===== src/rtl/rtc_pkg.sv =====
package rtc_pkg;

    localparam int FIELD_W = 8;
    localparam int ADDR_W  = 3;

    typedef enum logic [ADDR_W-1:0] {
        RA_SEC  = 3'd0,
        RA_MIN  = 3'd1,
        RA_HOUR = 3'd2,
        RA_DOW  = 3'd3,
        RA_DATE = 3'd4,
        RA_MON  = 3'd5,
        RA_YEAR = 3'd6,
        RA_NONE = 3'd7
    } rtc_addr_e;

    typedef struct packed {
        logic [FIELD_W-1:0] sec;
        logic [FIELD_W-1:0] min;
        logic [FIELD_W-1:0] hour;
        logic [FIELD_W-1:0] dow;
        logic [FIELD_W-1:0] date;
        logic [FIELD_W-1:0] mon;
        logic [FIELD_W-1:0] year;
    } rtc_time_t;

    localparam rtc_time_t POR_TIME = '{
        sec:  8'h00, min:  8'h00, hour: 8'h00, dow: 8'h01,
        date: 8'h01, mon:  8'h01, year: 8'h00
    };

    // Two-digit BCD increment, no wrap handling.
    function automatic logic [FIELD_W-1:0] bcd_inc(input logic [FIELD_W-1:0] v);
        if (v[3:0] == 4'h9)
            return {v[7:4] + 4'h1, 4'h0};
        else
            return {v[7:4], v[3:0] + 4'h1};
    endfunction

    // Bits that may hold a one in each register.
    function automatic logic [FIELD_W-1:0] field_mask(input logic [ADDR_W-1:0] a);
        case (rtc_addr_e'(a))
            RA_SEC:  return 8'hFF;
            RA_MIN:  return 8'h7F;
            RA_HOUR: return 8'h7F;
            RA_DOW:  return 8'h07;
            RA_DATE: return 8'h3F;
            RA_MON:  return 8'h1F;
            RA_YEAR: return 8'hFF;
            default: return 8'h00;
        endcase
    endfunction

endpackage


===== src/rtl/rtc_prescaler.sv =====
module rtc_prescaler #(
    parameter int PRESC_BITS = 15
) (
    input  logic clk,
    input  logic rst_n,
    input  logic osc_en,
    input  logic run_i,
    input  logic clear_i,
    output logic tick_o
);

    localparam logic [PRESC_BITS-1:0] CNT_LAST = {PRESC_BITS{1'b1}};

    typedef struct packed {
        logic [PRESC_BITS-1:0] cnt;
    } presc_state_t;

    presc_state_t st_d, st_q;

    always_comb begin
        st_d   = st_q;
        tick_o = 1'b0;
        if (clear_i) begin
            st_d.cnt = '0;
        end else if (run_i && osc_en) begin
            st_d.cnt = st_q.cnt + 1'b1;
            tick_o   = (st_q.cnt == CNT_LAST);
        end
    end

    always_ff @(posedge clk or negedge rst_n) begin
        if (!rst_n) st_q <= '0;
        else        st_q <= st_d;
    end


    tick_gap_chk: assert property (@(posedge clk) disable iff (!rst_n)
        tick_o |=> !tick_o);


    clear_notick_chk: assert property (@(posedge clk) disable iff (!rst_n)
        clear_i |=> !tick_o);

endmodule


===== src/rtl/rtc_hour_step.sv =====
module rtc_hour_step
    import rtc_pkg::*;
(
    input  logic [FIELD_W-1:0] hour_i,
    output logic [FIELD_W-1:0] hour_o,
    output logic               day_carry_o
);

    logic               mode12;
    logic               pm;
    logic [FIELD_W-1:0] h12;
    logic [FIELD_W-1:0] h24;

    assign mode12 = hour_i[6];
    assign pm     = hour_i[5];
    assign h12    = {3'b000, hour_i[4:0]};
    assign h24    = {2'b00, hour_i[5:0]};

    always_comb begin
        hour_o      = 8'h00;
        day_carry_o = 1'b0;
        if (mode12) begin
            if (h12 == 8'h12) begin
                hour_o = {2'b01, pm, 5'h01};
            end else if (h12 == 8'h11) begin
                hour_o      = {2'b01, ~pm, 5'h12};
                day_carry_o = pm;
            end else begin
                hour_o = {2'b01, pm, bcd_inc(h12)[4:0]};
            end
        end else begin
            if (h24 == 8'h23) begin
                hour_o      = 8'h00;
                day_carry_o = 1'b1;
            end else begin
                hour_o = {2'b00, bcd_inc(h24)[5:0]};
            end
        end
    end

endmodule


===== src/rtl/rtc_month_limit.sv =====
module rtc_month_limit
    import rtc_pkg::*;
(
    input  logic [FIELD_W-1:0] mon_i,
    input  logic [FIELD_W-1:0] year_i,
    output logic [FIELD_W-1:0] last_o
);

    logic [6:0] year_bin;
    logic       leap;

    assign year_bin = 7'(year_i[7:4]) * 7'd10 + 7'(year_i[3:0]);
    assign leap     = (year_bin[1:0] == 2'b00);

    always_comb begin
        case (mon_i)
            8'h04, 8'h06, 8'h09, 8'h11: last_o = 8'h30;
            8'h02:                      last_o = leap ? 8'h29 : 8'h28;
            default:                    last_o = 8'h31;
        endcase
    end

endmodule


===== src/rtl/rtc_timekeeper.sv =====
module rtc_timekeeper
    import rtc_pkg::*;
(
    input  logic               clk,
    input  logic               rst_n,
    input  logic               tick,
    input  logic               wr_en,
    input  logic [ADDR_W-1:0]  wr_addr,
    input  logic [FIELD_W-1:0] wr_data,
    output rtc_time_t          time_o
);

    rtc_time_t          tm_d, tm_q;
    logic [FIELD_W-1:0] hour_nx;
    logic               day_carry;
    logic [FIELD_W-1:0] last_date;
    logic               c_min, c_hour, c_mon, c_year;
    logic [FIELD_W-1:0] wval;

    rtc_hour_step u_hour (
        .hour_i      (tm_q.hour),
        .hour_o      (hour_nx),
        .day_carry_o (day_carry)
    );

    rtc_month_limit u_limit (
        .mon_i  (tm_q.mon),
        .year_i (tm_q.year),
        .last_o (last_date)
    );

    assign wval = wr_data & field_mask(wr_addr);

    always_comb begin
        tm_d   = tm_q;
        c_min  = 1'b0;
        c_hour = 1'b0;
        c_mon  = 1'b0;
        c_year = 1'b0;

        if (tick) begin
            if (tm_q.sec[6:0] == 7'h59) begin
                tm_d.sec = {tm_q.sec[7], 7'h00};
                c_min    = 1'b1;
            end else begin
                tm_d.sec = {tm_q.sec[7], bcd_inc({1'b0, tm_q.sec[6:0]})[6:0]};
            end

            if (c_min) begin
                if (tm_q.min == 8'h59) begin
                    tm_d.min = 8'h00;
                    c_hour   = 1'b1;
                end else begin
                    tm_d.min = bcd_inc(tm_q.min);
                end
            end

            if (c_hour) begin
                tm_d.hour = hour_nx;
                if (day_carry) begin
                    tm_d.dow = (tm_q.dow == 8'h07) ? 8'h01 : tm_q.dow + 8'h01;
                    if (tm_q.date == last_date) begin
                        tm_d.date = 8'h01;
                        c_mon     = 1'b1;
                    end else begin
                        tm_d.date = bcd_inc(tm_q.date);
                    end
                end
            end

            if (c_mon) begin
                if (tm_q.mon == 8'h12) begin
                    tm_d.mon = 8'h01;
                    c_year   = 1'b1;
                end else begin
                    tm_d.mon = bcd_inc(tm_q.mon);
                end
            end

            if (c_year)
                tm_d.year = (tm_q.year == 8'h99) ? 8'h00 : bcd_inc(tm_q.year);
        end

        if (wr_en) begin
            case (rtc_addr_e'(wr_addr))
                RA_SEC:  tm_d.sec  = wval;
                RA_MIN:  tm_d.min  = wval;
                RA_HOUR: tm_d.hour = wval;
                RA_DOW:  tm_d.dow  = wval;
                RA_DATE: tm_d.date = wval;
                RA_MON:  tm_d.mon  = wval;
                RA_YEAR: tm_d.year = wval;
                default: ;
            endcase
        end
    end

    always_ff @(posedge clk or negedge rst_n) begin
        if (!rst_n) tm_q <= POR_TIME;
        else        tm_q <= tm_d;
    end

    assign time_o = tm_q;


    sec_wrap_chk: assert property (@(posedge clk) disable iff (!rst_n)
        (tick && !wr_en && tm_q.sec[6:0] == 7'h59) |=> (tm_q.sec[6:0] == 7'h00));


    halt_hold_chk: assert property (@(posedge clk) disable iff (!rst_n)
        (tm_q.sec[7] && !wr_en) |=> $stable(tm_q));


    dow_midnight_chk: assert property (@(posedge clk) disable iff (!rst_n)
        (!wr_en && tm_q.sec[6:0] != 7'h59) |=> $stable(tm_q.dow));


    idle_hold_chk: assert property (@(posedge clk) disable iff (!rst_n)
        (!tick && !wr_en) |=> $stable(tm_q));

endmodule


===== src/rtl/rtc_bcd_clock.sv =====
module rtc_bcd_clock
    import rtc_pkg::*;
#(
    parameter int PRESC_BITS = 15
) (
    input  logic        clk,
    input  logic        rst_n,
    input  logic        osc_en,
    input  logic        wr_en,
    input  logic [2:0]  wr_addr,
    input  logic [7:0]  wr_data,
    input  logic [2:0]  rd_addr,
    output logic [7:0]  rd_data,
    output logic        sec_tick
);

    rtc_time_t tm;
    logic      sec_write;

    assign sec_write = wr_en && (rtc_addr_e'(wr_addr) == RA_SEC);

    rtc_prescaler #(.PRESC_BITS(PRESC_BITS)) u_presc (
        .clk     (clk),
        .rst_n   (rst_n),
        .osc_en  (osc_en),
        .run_i   (~tm.sec[7]),
        .clear_i (sec_write),
        .tick_o  (sec_tick)
    );

    rtc_timekeeper u_core (
        .clk     (clk),
        .rst_n   (rst_n),
        .tick    (sec_tick),
        .wr_en   (wr_en),
        .wr_addr (wr_addr),
        .wr_data (wr_data),
        .time_o  (tm)
    );

    always_comb begin
        case (rtc_addr_e'(rd_addr))
            RA_SEC:  rd_data = tm.sec;
            RA_MIN:  rd_data = tm.min;
            RA_HOUR: rd_data = tm.hour;
            RA_DOW:  rd_data = tm.dow;
            RA_DATE: rd_data = tm.date;
            RA_MON:  rd_data = tm.mon;
            RA_YEAR: rd_data = tm.year;
            default: rd_data = 8'h00;
        endcase
    end

endmodule


===== config.mk =====
export PLATFORM = sky130hd
export DESIGN_NAME = rtc_bcd_clock
export DESIGN_NICKNAME = d
export VERILOG_FILES = /design/src/rtl/rtc_pkg.sv /design/src/rtl/rtc_prescaler.sv /design/src/rtl/rtc_hour_step.sv /design/src/rtl/rtc_month_limit.sv /design/src/rtl/rtc_timekeeper.sv /design/src/rtl/rtc_bcd_clock.sv
export SDC_FILE = /design/constraint.sdc
export NUM_CORES = 1
export LEC_CHECK = 0
export ABC_CLOCK_PERIOD_IN_PS = 5500
export CELL_PAD_IN_SITES_DETAIL_PLACEMENT = 2
export CELL_PAD_IN_SITES_GLOBAL_PLACEMENT = 2
export CORE_ASPECT_RATIO = 0.8
export CORE_MARGIN = 4
export CORE_UTILIZATION = 35
export CTS_CLUSTER_SIZE = 28
export DETAILED_ROUTE_END_ITERATION = 7
export GPL_ROUTABILITY_DRIVEN = 0
export PLACE_DENSITY_LB_ADDON = 0.1
export SLEW_MARGIN = 5
export SYNTH_ARGS = -nofsm -noshare
export SYNTH_HDL_FRONTEND = slang
export SYNTH_SLANG_ARGS = --single-unit

===== constraint.sdc =====
create_clock -name clk -period 5.5 [get_ports clk]
set_clock_uncertainty 0.1 [all_clocks]
set_input_delay 1.1 -clock clk [delete_from_list [all_inputs] [get_ports clk]]
set_output_delay 1.1 -clock clk [all_outputs]
set_load 0.03 [all_outputs]

==> flow_metrics.env, run 1 <==
export IMPL_max_freq_mhz=210
export IMPL_placed_area_mm2=0.00537
export IMPL_netlist_area_leader_share=0.343
export IMPL_cp_num_buf_inv=3
export IMPL_powerDensity_mw_per_mm2=317
export IMPL_setup_viol=0
export IMPL_yosysSeqAreaShare=0.359
export IMPL_synth_area_mm2=0.00496
export IMPL_hold_class="flop to flop"
export IMPL_ys_ff_latch=71
export IMPL_synthTopCellsByArea="dfrtp_1 34%, nor2_1 5.4%, ha_1 5.0%"
export IMPL_first_iter_violations=329
export IMPL_drcViolationCount=0
export IMPL_timing_rr_end="u_core.time_o[7]"
export IMPL_synth_main_ff_cell="dfrtp_1"
export IMPL_die_x_um=141
export IMPL_routedWlPerCell_um=23.1
export IMPL_relSlewSlack=0.352
export IMPL_fin_area_mm2=0.00570
export IMPL_status="finished clean"
export IMPL_worst_path_most_repeated_cell="clkdlybuf4s50_1"
export IMPL_yosysMostFrequentCell="nor2_1"
export IMPL_clkLatencyLatePin_ps=350
export IMPL_cts_setup_buffers=0
export IMPL_yosysUniqueCellTypes=70
export IMPL_diodes=0
export IMPL_cts_tree="done"
export IMPL_synth_fp_nets=631
export IMPL_drive_above_1_share=0.0733
export IMPL_drv_slew=0
export IMPL_vias_per_cell=5.94
export IMPL_reg2regPathDepth=9
export IMPL_hold_end="u_presc.st_q[4]"
export IMPL_r2r_setup_slack_ps=2120
export IMPL_detail_route_antenna_nets=0
export IMPL_yosysTopAreaCell="dfrtp_1"
export IMPL_cts_resized=0
export IMPL_htree_levels=3
export IMPL_max_cap_viol_count=0
export IMPL_holdPathStages=2
export IMPL_overflow=0
export IMPL_ios=27
export IMPL_worstSetupStartpointType="input port"
export IMPL_crit_chain="clkdlybuf4s50_1, buf_4, mux2i_1, nor2_1, a21oi_1, o21ai_0, clkdlybuf4s50_1"
export IMPL_wl_um=18300
export IMPL_async_flop_share=1.00
export IMPL_rsz0062_at_grt="no"
export IMPL_portBuffers=26
export IMPL_required_ps=4300
export IMPL_antenna_found_initial=0
export IMPL_grt_max_degree=72
export IMPL_min_period_over_period=0.865
export IMPL_cp_end_kind="primary output"
export IMPL_clk_pin_slew_worst_paths_ps=60
export IMPL_fin_ws_ps=742
export IMPL_synth_commonest_cells="72 x nor2_1, 68 x dfrtp_1, 65 x nand2_1, 46 x o21ai_0, 35 x a21oi_1"
export IMPL_numCtsBuffers=9
export IMPL_synth_edf_count=0
export IMPL_ir_drop_v=0.000191
export IMPL_die_h_um=114
export IMPL_path_delay_family="buffers and inverters"
export IMPL_yosysWarnings=0
export IMPL_synth_area_per_cell_um2=8.36
export IMPL_grt_first_pass_wirelength_um=29100
export IMPL_fp_row_count=38
export IMPL_area_growth_pct=14.8
export IMPL_coreArea_mm2=0.0137
export IMPL_max_stage_delay_ps=880
export IMPL_dr_pass1_iters=5
export IMPL_synth_cells=593
export IMPL_cts_buffer_depth=2
export IMPL_arrival_ps=3560
export IMPL_cts_sink_count=71
export IMPL_start_util=0.361
export IMPL_grt_pass1_vias=4986
export IMPL_hpwl_um=13600
export IMPL_nNetsFinal=647
export IMPL_critPathMaxFanout=14
export IMPL_fin_tns_setup_ps=0
export IMPL_tightest_slew_ps=973
export IMPL_vias=4717
export IMPL_fp_dieArea_mm2=0.0162
export IMPL_grt_total_usage=0.237
export IMPL_whs_ps=466
export IMPL_finalCriticalPeriod_ps=4760
export IMPL_hp_start="u_presc.st_q[4]"
export IMPL_worstSetupPathType="input port to primary output"
export IMPL_cpMaxStageDelayCell="clkdlybuf4s50_1"
export IMPL_worstReg2RegStart="u_core.time_o[12]"
export IMPL_cellLeakagePower_nw=2.32
export IMPL_hold_viol=0
export IMPL_cts_hold_buf=0
export IMPL_cts_root_buf="clkbuf_16"
export IMPL_fin_util=0.414
export IMPL_post_place_ws_ps=770
[power breakdown]
part / total [W] / switching, W / internal, W
logic: 0.000404 / 0.000227 / 0.000178
registers: 0.000756 / 0.000151 / 0.000605
clock network: 0.000648 / 0.000240 / 0.000408
[final cells by class]
cell class / instances / area [um^2]
fill: 1545 / 8050
multi-input combinational: 470 / 2970
sequential: 71 / 1780
timing repair buffer: 32 / 303
clock buffer: 10 / 239
tap: 180 / 225
inverter: 25 / 93.8
clock inverter: 6 / 83.8
[per-layer routing]
layer	GRT usage	wire length (um)	part of all wire
met2	0.353	8050	0.44
met5	0	0	0
met4	0.0613	269	0.015
met1	0.357	9210	0.50
met3	0.0380	770	0.042
[stage by stage]
| step | instances | total power (W) |
|---|---|---|
| after detailed placement | 778 | 0.00116 |
| after global routing | 794 | 0.00191 |
| after global placement | 778 | 0.00114 |
| final | 794 | 0.00181 |
| after floorplan | 593 | 0.000980 |
| after CTS | 794 | 0.00182 |
[worst min-delay path, stage by stage, from the launching register on]
cell     delay (ps)
dfrtp_1         370
xor2_1           80
nor2_1           80
[registers in the layout, indices dropped and copies added (netlist names)]
register       cells
u_presc.st_q      15
u_core.time_o     56
[placed cells by master, fill, tap and decap left out, types with 14 or more instances in the layout]
cell type and n:
a21oi_1 35, xnor2_1 17, clkdlybuf4s50_1 25, o21ai_0 46
nand3_1 24, nand2_1 65, ha_1 20, inv_1 25
nor2_1 72, dfrtp_1 68, mux2i_1 14
[kinds of logic after synthesis]
kind of cell	share of synthesized area
flops	0.359
simple gates	0.267
buf+inv	0.0431
mux	0.0585
xor+xnor	0.0459
compound gates	0.176
fa+ha+maj	0.0505
[worst max path at each step]
| stage | cells past startpoint | to | from |
|---|---|---|---|
| after global routing | 5 | rd_data[2] | rd_addr[0] |
| after global placement | 7 | rd_data[5] | rd_addr[1] |
| final | 7 | rd_data[1] | rd_addr[0] |
| after CTS | 5 | rd_data[6] | rd_addr[0] |
| after floorplan | 6 | rd_data[7] | rd_addr[1] |
| after detailed placement | 5 | rd_data[6] | rd_addr[0] |
Power figures use the tool's default switching activity.
==> inputs of run 2 (changes only) <==
--- a/config.mk
+++ b/config.mk
@@ -9,12 +9,11 @@
 export CELL_PAD_IN_SITES_DETAIL_PLACEMENT = 2
 export CELL_PAD_IN_SITES_GLOBAL_PLACEMENT = 2
 export CORE_ASPECT_RATIO = 0.8
-export CORE_MARGIN = 4
 export CORE_UTILIZATION = 35
 export CTS_CLUSTER_SIZE = 28
 export DETAILED_ROUTE_END_ITERATION = 7
 export GPL_ROUTABILITY_DRIVEN = 0
-export PLACE_DENSITY_LB_ADDON = 0.1
+export PLACE_DENSITY = 0.82
 export SLEW_MARGIN = 5
 export SYNTH_ARGS = -nofsm -noshare
 export SYNTH_HDL_FRONTEND = slang
==> run 2 against run 1 <==
  * Sequential cell count is the same
  * Clock-buffer cell count grew 4
  * Combinational power grew 2%
  * Die area shrank 9.3%
  * Fmax shrank 1.5%
  * Design area grew 0.51%
  * Core utilization grew 0.35 points
  * Sequential power is essentially flat
  * Routed wire length grew 2.6%
==> flow_metrics.env, run 2 (same netlist as run 1, synthesis figures left out) <==
export IMPL_cp_num_buf_inv=2
export IMPL_sequentialPowerShare=0.406
export IMPL_numCtsBuffers=9
export IMPL_final_common_cell="nor2_1"
export IMPL_cp_end_kind="primary output"
export IMPL_cts_setup_buffers=0
export IMPL_fp_row_count=38
export IMPL_coreArea_mm2=0.0137
export IMPL_cellLeakagePower_nw=2.33
export IMPL_portBuffers=26
export IMPL_reg2regPathDepth=10
export IMPL_path_delay_family="buffers and inverters"
export IMPL_first_iter_violations=290
export IMPL_p_comb_frac=0.222
export IMPL_grt_max_degree=72
export IMPL_tightest_slew_ps=1010
export IMPL_timing_rr_end="u_core.time_o[15]"
export IMPL_die_h_um=108
export IMPL_vias_per_cell=6.04
export IMPL_fin_ws_ps=670
export IMPL_p_clk_frac=0.371
export IMPL_hpwl_um=13600
export IMPL_cts_hold_buf=0
export IMPL_whs_ps=425
export IMPL_largest_register_ffs=56
export IMPL_required_ps=4300
export IMPL_wl_um=18800
export IMPL_hp_start="u_core.time_o[39]"
export IMPL_nFillCells=1546
export IMPL_worstReg2RegStart="u_core.time_o[12]"
export IMPL_finalNonFillerCells=795
export IMPL_holdPathStages=1
export IMPL_max_stage_delay_ps=980
export IMPL_dr_wl_met2_um=8740
export IMPL_grt_total_usage=0.272
export IMPL_rsz0062_at_grt="no"
export IMPL_cts_tree="done"
export IMPL_final_cell_mix="72 x nor2_1, 68 x dfrtp_1, 65 x nand2_1"
export IMPL_htree_levels=3
export IMPL_place_inst=779
export IMPL_ir_drop_v=0.000146
export IMPL_top_layer="met4"
export IMPL_relSlewSlack=0.328
export IMPL_crit_chain="clkdlybuf4s50_1, nor2b_1, a21oi_1, o21ai_0, clkdlybuf4s50_1"
export IMPL_overflow=0
export IMPL_hold_end="u_core.time_o[39]"
export IMPL_hold_viol=0
export IMPL_max_freq_mhz=207
export IMPL_cpMaxStageDelayCell="clkdlybuf4s50_1"
export IMPL_dr_pass1_iters=4
export IMPL_worstSetupPathType="input port to primary output"
export IMPL_start_util=0.362
export IMPL_worst_path_most_repeated_cell="clkdlybuf4s50_1"
export IMPL_fp_dieArea_mm2=0.0147
export IMPL_critPathMaxFanout=17
export IMPL_clk_pin_slew_worst_paths_ps=60
export IMPL_cts_resized=0
export IMPL_finalCriticalPeriod_ps=4830
export IMPL_fin_util=0.418
export IMPL_drv_slew=0
export IMPL_power_switching_w=0.000628
export IMPL_switching_share=0.338
export IMPL_p_int_w=0.00123
export IMPL_antenna_found_initial=0
export IMPL_cts_buffer_depth=2
export IMPL_status="finished clean"
export IMPL_drive_above_1_share=0.0732
export IMPL_cts_sink_count=71
export IMPL_max_cap_viol_count=0
export IMPL_clkLatencyLatePin_ps=350
export IMPL_min_period_over_period=0.878
export IMPL_worstSetupStartpointType="input port"
export IMPL_diodes=0
export IMPL_r2r_setup_slack_ps=1970
export IMPL_detail_route_antenna_nets=0
export IMPL_fin_tns_setup_ps=0
export IMPL_setup_viol=0
export IMPL_vias=4805
export IMPL_post_place_ws_ps=710
export IMPL_routedWlPerCell_um=23.6
export IMPL_grt_pass1_vias=5251
export IMPL_wl_met3_um=949
export IMPL_ios=27
export IMPL_die_x_um=135
export IMPL_wl_met1_um=8810
export IMPL_area_growth_pct=15.4
export IMPL_hold_class="flop to flop"
export IMPL_drcViolationCount=0
export IMPL_cts_root_buf="clkbuf_16"
export IMPL_arrival_ps=3630
export IMPL_nNetsFinal=648
export IMPL_powerDensity_mw_per_mm2=325
export IMPL_grt_first_pass_wirelength_um=29500
==> run 2: cell count changes in the layout (fill, tap and decap cells not counted) <==
| cell | previous run | this run |
|---|---|---|
| buf_4 | 7 | 8 |
| clkinv_2 | 3 | 0 |
| clkbuf_8 | 1 | 4 |
| clkbuf_1 | 0 | 1 |
| clkinv_4 | 1 | 0 |
==> run 2: worst max-delay path by stage <==
stage	startpoint	to	depth (start not counted)
final	rd_addr[0]	rd_data[2]	5
after global routing	rd_addr[0]	rd_data[0]	7
after global placement	rd_addr[1]	rd_data[6]	5
after floorplan	rd_addr[1]	rd_data[7]	6
after CTS	rd_addr[0]	rd_data[2]	5
after detailed placement	rd_addr[0]	rd_data[0]	7
==> run 2: power groups by stage <==
stage          clock [W]  combinational (W)  sequential [W]
5_1_grt         0.000719           0.000457        0.000765
2_1_floorplan          0           0.000293        0.000687
3_3_place_gp           0           0.000376        0.000751
4_1_cts         0.000701           0.000415        0.000751
3_5_place_dp           0           0.000408        0.000759
6_report        0.000691           0.000414        0.000756
==> run 2: stage by stage <==
stage	instance area, um^2	total power [W]
2_1_floorplan	4960	0.000980
3_3_place_gp	5380	0.00113
3_5_place_dp	5380	0.00117
4_1_cts	5720	0.00187
5_1_grt	5720	0.00194
6_report	5720	0.00186
==> run 2: cell type report <==
| class | count | area, um^2 | share of cell area |
|---|---|---|---|
| multi-input combinational | 470 | 2970 | 0.519 |
| sequential | 71 | 1780 | 0.311 |
| timing repair buffer | 33 | 310 | 0.0542 |
| clock buffer | 14 | 284 | 0.0496 |
| tap | 180 | 225 | 0.0393 |
| inverter | 25 | 93.8 | 0.0164 |
| clock inverter | 2 | 60.1 | 0.0105 |
==> run 2: per-layer routing <==
metal  track usage  vias up
met2         0.437      116
met3        0.0638       22
met4        0.0714        0
met5             0        -
li1              -     2158
met1         0.366     2509
